### config.mk
export PLATFORM = sky130hd
export DESIGN_NAME = chain_dma
export DESIGN_NICKNAME = d
export VERILOG_FILES = /design/src/rtl/chain_dma_pkg.sv /design/src/rtl/cdma_req_queue.sv /design/src/rtl/cdma_lane.sv /design/src/rtl/chain_dma.sv
export SDC_FILE = /design/constraint.sdc
export NUM_CORES = 1
export LEC_CHECK = 0
export BUFFER_PORTS_ARGS = -buffer_cell sky130_fd_sc_hd__buf_2
export CORE_MARGIN = 1.5
export CORE_UTILIZATION = 61
export DETAILED_ROUTE_END_ITERATION = 8
export PLACE_DENSITY_LB_ADDON = 0.08
export SYNTH_ARGS = -nofsm -noshare
export SYNTH_HDL_FRONTEND = slang
export SYNTH_SLANG_ARGS = --single-unit
### constraint.sdc
create_clock -name clk -period 3.3 [get_ports clk]
set_clock_uncertainty 0.05 [all_clocks]
set_input_delay 0.165 -clock clk [delete_from_list [all_inputs] [get_ports clk]]
set_output_delay 0.165 -clock clk [all_outputs]
set_load 0.03 [all_outputs]
### src/rtl/chain_dma_pkg.sv
package chain_dma_pkg;
    localparam int DW = 16;
    localparam logic [2:0] DMA_LEVEL = 3'b111;

    localparam int M_SIZE  = 0;
    localparam int M_MEM   = 1;
    localparam int M_SINC  = 2;
    localparam int M_DINC  = 3;
    localparam int M_BURST = 5;
    localparam int M_CHAIN = 7;

    localparam int VEC_WORDS  = 2;
    localparam int DESC_WORDS = 6;
    localparam int WB_WORDS   = 3;

    typedef enum logic [2:0] {
        ST_IDLE, ST_VEC, ST_DESC, ST_SRC, ST_DST, ST_WB, ST_CHAIN, ST_DONE
    } dma_state_e;
endpackage

### src/rtl/cdma_req_queue.sv
module cdma_req_queue #(
    parameter int W     = 6,
    parameter int DEPTH = 4
) (
    input  logic         clk,
    input  logic         rst_n,
    input  logic         push,
    input  logic [W-1:0] din,
    input  logic         pop,
    output logic [W-1:0] dout,
    output logic         empty,
    output logic         full
);
    localparam int PW = (DEPTH > 1) ? $clog2(DEPTH) : 1;

    logic [W-1:0] slot [DEPTH];
    logic [PW-1:0] wp, rp;
    logic [PW:0]   fill;
    logic          push_ok;

    assign push_ok = push && !full;
    assign empty   = (fill == '0);
    assign full    = (fill == (PW+1)'(DEPTH));
    assign dout    = slot[rp];

    always_ff @(posedge clk) begin
        if (push_ok) slot[wp] <= din;
    end

    always_ff @(posedge clk or negedge rst_n) begin
        if (!rst_n) begin
            wp   <= '0;
            rp   <= '0;
            fill <= '0;
        end else begin
            if (push_ok) wp <= (wp == PW'(DEPTH-1)) ? '0 : wp + 1'b1;
            if (pop)     rp <= (rp == PW'(DEPTH-1)) ? '0 : rp + 1'b1;
            fill <= fill + (PW+1)'(push_ok) - (PW+1)'(pop);
        end
    end

    a_r12_pop_nonempty: assert property (@(posedge clk) disable iff (!rst_n)
        pop |-> !empty);
    a_r12_fill_bound: assert property (@(posedge clk) disable iff (!rst_n)
        fill <= (PW+1)'(DEPTH));
endmodule

### src/rtl/cdma_lane.sv
module cdma_lane #(
    parameter int DW = 16
) (
    input  logic          wide,
    input  logic [DW-1:0] rword,
    input  logic          rsel,
    output logic [DW-1:0] runit,
    input  logic [DW-1:0] unit,
    input  logic          wsel,
    output logic [DW-1:0] wword,
    output logic [1:0]    wbe
);
    localparam int HB = DW / 2;

    always_comb begin
        if (wide) begin
            runit = rword;
            wword = unit;
            wbe   = 2'b11;
        end else begin
            runit = {{HB{1'b0}}, (rsel ? rword[DW-1:HB] : rword[HB-1:0])};
            wword = {unit[HB-1:0], unit[HB-1:0]};
            wbe   = wsel ? 2'b10 : 2'b01;
        end
    end
endmodule

### src/rtl/chain_dma.sv
module chain_dma
    import chain_dma_pkg::*;
#(
    parameter int VEC_W  = 6,
    parameter int QDEPTH = 4
) (
    input  logic             clk,
    input  logic             rst_n,
    input  logic [DW-1:0]    vtab_base,
    input  logic             req_valid,
    input  logic [2:0]       req_level,
    input  logic [VEC_W-1:0] req_vec,
    output logic             mem_req,
    output logic             mem_we,
    output logic [DW-1:0]    mem_addr,
    output logic [1:0]       mem_be,
    output logic [DW-1:0]    mem_wdata,
    input  logic [DW-1:0]    mem_rdata,
    output logic             busy,
    output logic             done
);
    dma_state_e st, st_nx;
    logic       ph;
    logic [2:0] idx;

    logic [VEC_W-1:0] cur_vec, q_head;
    logic q_empty, q_full, q_push, q_pop;

    logic [DW-1:0] desc_base, cnt, sadr, dadr, link_lo, link_hi, unit_q;
    logic m_size, m_mem, m_sinc, m_dinc, m_burst, m_chain;
    logic [DW-1:0] rd_unit, wr_word, vec_addr, off, step, cnt_dec;
    logic [1:0]    wr_be;
    logic          is_read;

    assign q_push   = req_valid && (req_level == DMA_LEVEL);
    assign q_pop    = (st == ST_IDLE) && !q_empty;
    assign vec_addr = vtab_base + DW'({cur_vec, 2'b00});
    assign off      = DW'({idx, 1'b0});
    assign step     = m_size ? DW'(2) : DW'(1);
    assign cnt_dec  = cnt - DW'(1);
    assign is_read  = (st == ST_VEC) || (st == ST_DESC) || (st == ST_SRC);

    cdma_req_queue #(.W(VEC_W), .DEPTH(QDEPTH)) u_queue (
        .clk(clk), .rst_n(rst_n), .push(q_push), .din(req_vec),
        .pop(q_pop), .dout(q_head), .empty(q_empty), .full(q_full)
    );

    cdma_lane #(.DW(DW)) u_lane (
        .wide(m_size), .rword(mem_rdata), .rsel(sadr[0]), .runit(rd_unit),
        .unit(m_mem ? unit_q : sadr), .wsel(dadr[0]),
        .wword(wr_word), .wbe(wr_be)
    );

    // next-state selection
    always_comb begin
        st_nx = st;
        unique case (st)
            ST_IDLE:  if (!q_empty) st_nx = ST_VEC;
            ST_VEC:   if (ph && idx == 3'(VEC_WORDS-1)) st_nx = ST_DESC;
            ST_DESC:  if (ph && idx == 3'(DESC_WORDS-1))
                          st_nx = (cnt == '0) ? ST_DONE : (m_mem ? ST_SRC : ST_DST);
            ST_SRC:   if (ph) st_nx = ST_DST;
            ST_DST:   if (m_burst && cnt_dec != '0) st_nx = m_mem ? ST_SRC : ST_DST;
                      else st_nx = ST_WB;
            ST_WB:    if (idx == 3'(WB_WORDS-1))
                          st_nx = (cnt == '0 && m_chain) ? ST_CHAIN : ST_DONE;
            ST_CHAIN: if (idx == 3'(VEC_WORDS-1)) st_nx = ST_DONE;
            ST_DONE:  st_nx = ST_IDLE;
        endcase
    end

    // state register
    always_ff @(posedge clk or negedge rst_n) begin
        if (!rst_n) st <= ST_IDLE;
        else        st <= st_nx;
    end

    // sequencing counters and descriptor datapath
    always_ff @(posedge clk or negedge rst_n) begin
        if (!rst_n) begin
            ph <= 1'b0; idx <= '0; cur_vec <= '0;
            desc_base <= '0; cnt <= '0; sadr <= '0; dadr <= '0;
            link_lo <= '0; link_hi <= '0; unit_q <= '0;
            m_size <= 1'b0; m_mem <= 1'b0; m_sinc <= 1'b0;
            m_dinc <= 1'b0; m_burst <= 1'b0; m_chain <= 1'b0;
        end else begin
            if (st_nx != st) begin
                ph  <= 1'b0;
                idx <= '0;
            end else if (is_read) begin
                ph <= ~ph;
                if (ph) idx <= idx + 3'd1;
            end else begin
                idx <= idx + 3'd1;
            end

            if (q_pop) cur_vec <= q_head;

            if (st == ST_VEC && ph && idx == 3'd0) desc_base <= mem_rdata;

            if (st == ST_DESC && ph) begin
                case (idx)
                    3'd0: begin
                        m_size  <= mem_rdata[M_SIZE];
                        m_mem   <= mem_rdata[M_MEM];
                        m_sinc  <= mem_rdata[M_SINC];
                        m_dinc  <= mem_rdata[M_DINC];
                        m_burst <= mem_rdata[M_BURST];
                        m_chain <= mem_rdata[M_CHAIN];
                    end
                    3'd1:    cnt     <= mem_rdata;
                    3'd2:    sadr    <= mem_rdata;
                    3'd3:    dadr    <= mem_rdata;
                    3'd4:    link_lo <= mem_rdata;
                    default: link_hi <= mem_rdata;
                endcase
            end

            if (st == ST_SRC && ph) unit_q <= rd_unit;

            if (st == ST_DST) begin
                cnt <= cnt_dec;
                if (m_sinc) sadr <= sadr + step;
                if (m_dinc) dadr <= dadr + step;
            end
        end
    end

    // outputs
    always_comb begin
        mem_req   = 1'b0;
        mem_we    = 1'b0;
        mem_addr  = '0;
        mem_be    = 2'b11;
        mem_wdata = '0;
        done      = 1'b0;
        unique case (st)
            ST_IDLE: ;
            ST_VEC: begin
                mem_req  = !ph;
                mem_addr = vec_addr + off;
            end
            ST_DESC: begin
                mem_req  = !ph;
                mem_addr = desc_base + off;
            end
            ST_SRC: begin
                mem_req  = !ph;
                mem_addr = {sadr[DW-1:1], 1'b0};
            end
            ST_DST: begin
                mem_req   = 1'b1;
                mem_we    = 1'b1;
                mem_addr  = {dadr[DW-1:1], 1'b0};
                mem_be    = wr_be;
                mem_wdata = wr_word;
            end
            ST_WB: begin
                mem_req   = 1'b1;
                mem_we    = 1'b1;
                mem_addr  = desc_base + DW'(2) + off;
                mem_wdata = (idx == 3'd0) ? cnt : ((idx == 3'd1) ? sadr : dadr);
            end
            ST_CHAIN: begin
                mem_req   = 1'b1;
                mem_we    = 1'b1;
                mem_addr  = vec_addr + off;
                mem_wdata = (idx == 3'd0) ? link_lo : link_hi;
            end
            ST_DONE: done = 1'b1;
        endcase
    end

    assign busy = (st != ST_IDLE);

    a_r1_level_filter: assert property (@(posedge clk) disable iff (!rst_n)
        (st == ST_IDLE && q_empty && req_valid && req_level != DMA_LEVEL) |=> q_empty);
    a_r4_count_step: assert property (@(posedge clk) disable iff (!rst_n)
        (st == ST_DST) |=> (cnt == $past(cnt) - DW'(1)));
    a_r7_single_unit: assert property (@(posedge clk) disable iff (!rst_n)
        (st == ST_DST && !m_burst) |=> (st == ST_WB));
    a_r6_no_src_read: assert property (@(posedge clk) disable iff (!rst_n)
        (st == ST_SRC) |-> m_mem);
    a_r10_chain_at_zero: assert property (@(posedge clk) disable iff (!rst_n)
        (st == ST_CHAIN) |-> (cnt == '0 && m_chain));
    a_r9_done_pulse: assert property (@(posedge clk) disable iff (!rst_n)
        done |=> !done);
endmodule

Word-level counts from Yosys, hierarchy flattened
Memories as Yosys holds them, arrays and structs flattened. A register that Yosys moved wholly into a read port is not among the register bits.
Cells that the tools add are included.
{"block": "totals", "regBits": 132, "elab_cells": 134, "rom_bits": 0, "mem_count": 1, "latchBits": 0, "ramBits": 24, "out_inout_bits": 38}
{"block": "classes", "add_sub_neg": 13, "div_mod_pow": 0, "bitwise_logic": 2, "n_reduce_logical": 34, "mul": 0, "eq_ne": 18, "muxes": 47, "magnitude_cmp": 0, "shift": 0}
{"memory": "u_queue.slot", "depth": 4, "width": 6, "rd": 1, "rd_ports_with_merged_regs": 1, "write_ports": 1, "line": "cdma_req_queue.sv:16", "text": "logic [W-1:0] slot [DEPTH];"}
{"op": "two-way mux 16 bit", "count": 17}
{"op": "case mux 16 bit (5 select lines)", "count": 1}
{"op": "adder 16 x 4 -> 16 bit", "count": 3}
{"op": "case mux 16 bit (3 select lines)", "count": 1}
{"op": "two-way mux 3 bit", "count": 12}
{"op": "adder 16 x 2 -> 16 bit", "count": 2}
{"op": "equality test 3 bit (second input constant)", "count": 8}
{"op": "case mux 3 bit (8 select lines)", "count": 1}
{"op": "adder 16 x 2 -> 16 bit (second input constant)", "count": 1}
{"op": "adder 16 x 8 -> 16 bit", "count": 1}
{"op": "zero test 16 bit", "count": 1}
{"op": "nonzero test 16 bit", "count": 1}
{"op": "subtractor 16 x 1 -> 16 bit (second input constant)", "count": 1}
{"op": "equality test 3 x 2 -> 1 bit (second input constant)", "count": 4}
{"op": "two-way mux 2 bit", "count": 6}
{"op": "logical AND 1 bit", "count": 11}
{"op": "zero test 3 bit", "count": 3}
{"op": "two-way mux 8 bit", "count": 1}
{"op": "AND reduction 2 bit", "count": 4}
{"op": "two-way mux 1 bit", "count": 7}
{"op": "equality test 3 x 1 -> 1 bit (second input constant)", "count": 2}
{"op": "nonzero test 2 bit", "count": 3}
{"op": "OR reduction 3 bit", "count": 2}
{"op": "OR reduction 5 bit", "count": 1}
{"op": "other kinds (13)", "count": 20}

Longest topological paths before layout
{"block": "logic_depth", "depth_word": 7, "mapped_depth": 13}

Modules after synthesis
Synthesis repeated with hierarchy kept, for this count alone.
{"block": "unflattened", "cells_unflattened": 1064, "hier_area_um2": 10448.8}
{"module": "chain_dma", "instances": 1, "cells_per_inst": 954, "area_each_um2": 8730.9}
{"module": "cdma_req_queue", "instances": 1, "cells_per_inst": 72, "area_each_um2": 1345.0}
{"module": "cdma_lane", "instances": 1, "cells_per_inst": 38, "area_each_um2": 372.9}

Worst setup path after synthesis
OpenSTA, ideal clock, no wires.
{"block": "synth_path", "path_type": "register to output", "from": "reg idx[1]", "to": "out mem_addr[12]", "slack_ns": 0.086, "arrival_time_ns": 2.999, "path_buffers": 0, "required_time_ns": 3.085, "stages_incl_launch_ff": 11, "cell_sequence": "dfrtp_1 fa_1 ha_1 fa_1 a21o_1 a21oi_1 o21ai_0 nor2b_1 nand4_1 xor2_1 o21ai_0"}
{"block": "synth_via", "elab_chain_cells": 2}
{"element": "from (decl)", "line": "chain_dma.sv:24", "text": "logic [2:0] idx;"}
{"element": "from (signal assigned)", "line": "chain_dma.sv:92", "text": "if (ph) idx <= idx + 3'd1;"}
{"element": "from (signal assigned)", "line": "chain_dma.sv:94", "text": "idx <= idx + 3'd1;"}
{"element": "adder 16 x 4 -> 16 bit, on equally long branches"}
{"element": "case mux 16 bit (5 select lines) *", "line": "chain_dma.sv:137", "text": "unique case (st)"}
{"element": "to (decl)", "line": "chain_dma.sv:15", "text": "output logic [DW-1:0] mem_addr,"}
Every way passes the cells marked *; elsewhere a longest branch is shown, timed or not.

Worst setup path in the final report
{"block": "layout_path", "from": "reg idx[2]", "to": "out mem_addr[14]"}
Same word-level chain as after synthesis.

==> flow_summary.json <==
{
  "status": "finished, final reports clean",
  "num-fill-cells": 1300,
  "antenna_found_initial": 0,
  "clk_latency_ns": 0.44,
  "cts_buffers": 17,
  "p_leak_uw": 0.00526,
  "synth_top_cells_by_count": "nand2_1, dfrtp_1, nor2_1",
  "vias": 9500,
  "fin_area_um2": 12000,
  "setup-violations-final": 0,
  "dieWidth_um": 133,
  "worstPathMaxFanout": 3,
  "io-pin-count": 82,
  "grt.total_usage_pct": 38.4,
  "fmax_ghz": 0.305,
  "fin_crit_ns": 3.27,
  "dp_hpwl_um": 23200,
  "yosys-top-cells-area": "dfrtp_1, edfxtp_1, mux2_2, nand2_1, ha_1",
  "yosysWarnings": 0,
  "htreeDepth": 4,
  "drt_wl_total_um": 33200,
  "floorplan.initialDensity_pct": 62.4,
  "diodes": 0,
  "clock_sink_count": 162,
  "clockBufferDepth": 2,
  "finalHoldViolCount": 0,
  "core_um2": 16600,
  "arrival_ns": 3.06,
  "rows": 47,
  "final_nets": 1276,
  "rsz0062_at_grt": "yes",
  "ys.flop_type": "dfrtp_1",
  "antenna_left": 0,
  "maxCapViolCount": 0,
  "area_growth_pct": 15.4,
  "root_buffer": "clkbuf_16",
  "viasPerCell": 6.70,
  "ir_drop_mv": 0.641,
  "hp-class": "in2reg",
  "p_per_area_nw_per_um2": 1020,
  "dieArea_um2": 17800,
  "maxSlewViolCount": 0,
  "synth_nets": 1185,
  "drive_gt1_share_pct": 22.3,
  "cts_tree": "yes",
  "gp_congestion": 0.956,
  "portBuffers": 81,
  "worstMarginPinSlew_ns": 0.911,
  "yosysMostFrequentCell": "nand2_1",
  "drtPass1Iterations": 6,
  "end_kind": "primary output",
  "finalCritPeriodShare_pct": 99.2,
  "wl_per_cell_um": 23.4,
  "max_slew_margin_pct": 39.1,
  "yosys.area.top_type": "dfrtp_1",
  "grt_max_degree": 81,
  "drt_iter0_drc": 1094,
  "place_area_um2": 11100,
  "synthesis.area_um2": 10400,
  "overflow": 0,
  "ys_seq_area_share_pct": 40.3,
  "grt_pass1_wl_um": 51400,
  "netlist.area_leader.share_pct": 33.3,
  "crit_type": "reg2out",
  "yosys_register_bits": 162,
  "clk_pin_slew_ns": 0.07,
  "critPathLaunchType": "register",
  "synth-edff-count": 24,
  "die_y_um": 133,
  "avgSynthCellArea_um2": 9.47,
  "async_flop_share_pct": 85.2,
  "route.detailed.drc": 0,
  "final_util_pct": 72.1,
  "ys_types": 69,
  "syn_inst": 1094,
  "grt_pass1_vias": 8982,
  "required_ns": 3.08
}
## state kept, by name, indices dropped and copies added (netlist names), 2 cells and up
register / flops
cnt: 16
unit_q: 16
dadr: 16
u_queue.rp: 2
cur_vec: 6
idx: 3
u_queue.wp: 2
link_hi: 16
desc_base: 16
link_lo: 16
u_queue.slot: 24
sadr: 16
st: 3
u_queue.fill: 3
## power by group
part | switching (uW) | total, uW | internal (uW)
logic | 3740 | 6400 | 2660
clock network | 976 | 1990 | 1020
registers | 1070 | 3800 | 2720
## cell type report
class,instances,area (um^2),area share (%)
Multi-Input combinational cell,834,5900,49.4
Inverter,32,120,1.00
Clock buffer,17,425,3.56
Clock inverter,15,164,1.37
Sequential cell,162,4170,34.9
Tap cell,220,275,2.30
Timing Repair Buffer,138,891,7.45
## worst paths after layout
check | from | end | slack [ns] | cells after the start
max | idx[2]$_DFFE_PN0P_ | mem_addr[14] | 0.03 | 11
min | mem_rdata[6] | cnt[6]$_DFFE_PN0P_ | 0.05 | 3
max reg2reg | cnt[2]$_DFFE_PN0P_ | idx[1]$_DFFE_PN0P_ | 0.14 | 7
min reg2reg | unit_q[13]$_DFFE_PN0P_ | unit_q[13]$_DFFE_PN0P_ | 0.45 | 2
max in group asynchronous | rst_n | sadr[0]$_DFF_PN0_ | 2.08 | 3
min in group asynchronous | rst_n | cur_vec[1]$_DFFE_PN0P_ | 0.27 | 2
## worst max-delay path, cell delays in order, from the launching register on
cell and delay, ns:
dfrtp_1 0.41, fa_1 0.50, buf_6 0.14, fa_2 0.39, a21o_1 0.18, a21oi_2 0.19
o21ai_1 0.11, nor2b_4 0.16, nand3_2 0.09, xor2_2 0.15, o221ai_2 0.13, buf_6 0.18
## logic make-up (layout without fill, tap and decap cells)
kind of cell | Yosys count | after routing | share of synthesized area (%)
buf+inv | 98 | 202 | 3.70
simple gates | 390 | 390 | 17.4
xor+xnor | 31 | 31 | 2.62
mux | 106 | 106 | 12.7
compound gates | 260 | 260 | 16.9
flops | 162 | 162 | 40.3
fa+ha+maj | 47 | 47 | 6.33
## per-layer routing
layer	global-route usage, %	vias to the layer above	part of all wire (%)
met5	0	-	0
met4	14.8	0	4.0
met3	11.6	122	12
met2	57.0	600	44
met1	53.3	4572	40
li1	-	4206	-
## layout by cell type, fill, tap and decap left out, types with 29 or more instances in the layout
cell and count:
dfrtp_1 138, buf_4 51, mux2_2 57, mux2i_1 34, nor2_1 86, a21oi_1 44
ha_1 34, nand2_1 164, inv_1 29, buf_2 74, o21ai_0 59
## stage by stage
stage / total power, uW / TNS [ns] / worst slack [ns] / std cells / hold slack [ns]
final: 12200 / 0 / 0.0265 / 1418 / 0.0495
after global routing: 12900 / -0.457 / -0.121 / 1418 / 0.0652
after CTS: 11900 / -0.0918 / -0.0475 / 1413 / 0.0419
after detailed placement: 9710 / 0 / 0.224 / 1372 / 0.210
after global placement: 9600 / 0 / 0.251 / 1372 / 0.201
after floorplan: 7760 / 0 / 0.0858 / 1094 / -0.181
## timing repair
item | 4_1_cts | 5_1_grt
pin swaps | 12 | 15
buffers inserted | 2 | 5
resized for setup | 21 | 17
hold buffers | 7 | 0
hold endpoints to repair | 101 | 0
setup endpoints to repair | 9 | 12
No activity file was read; power rests on OpenSTA's default activity.
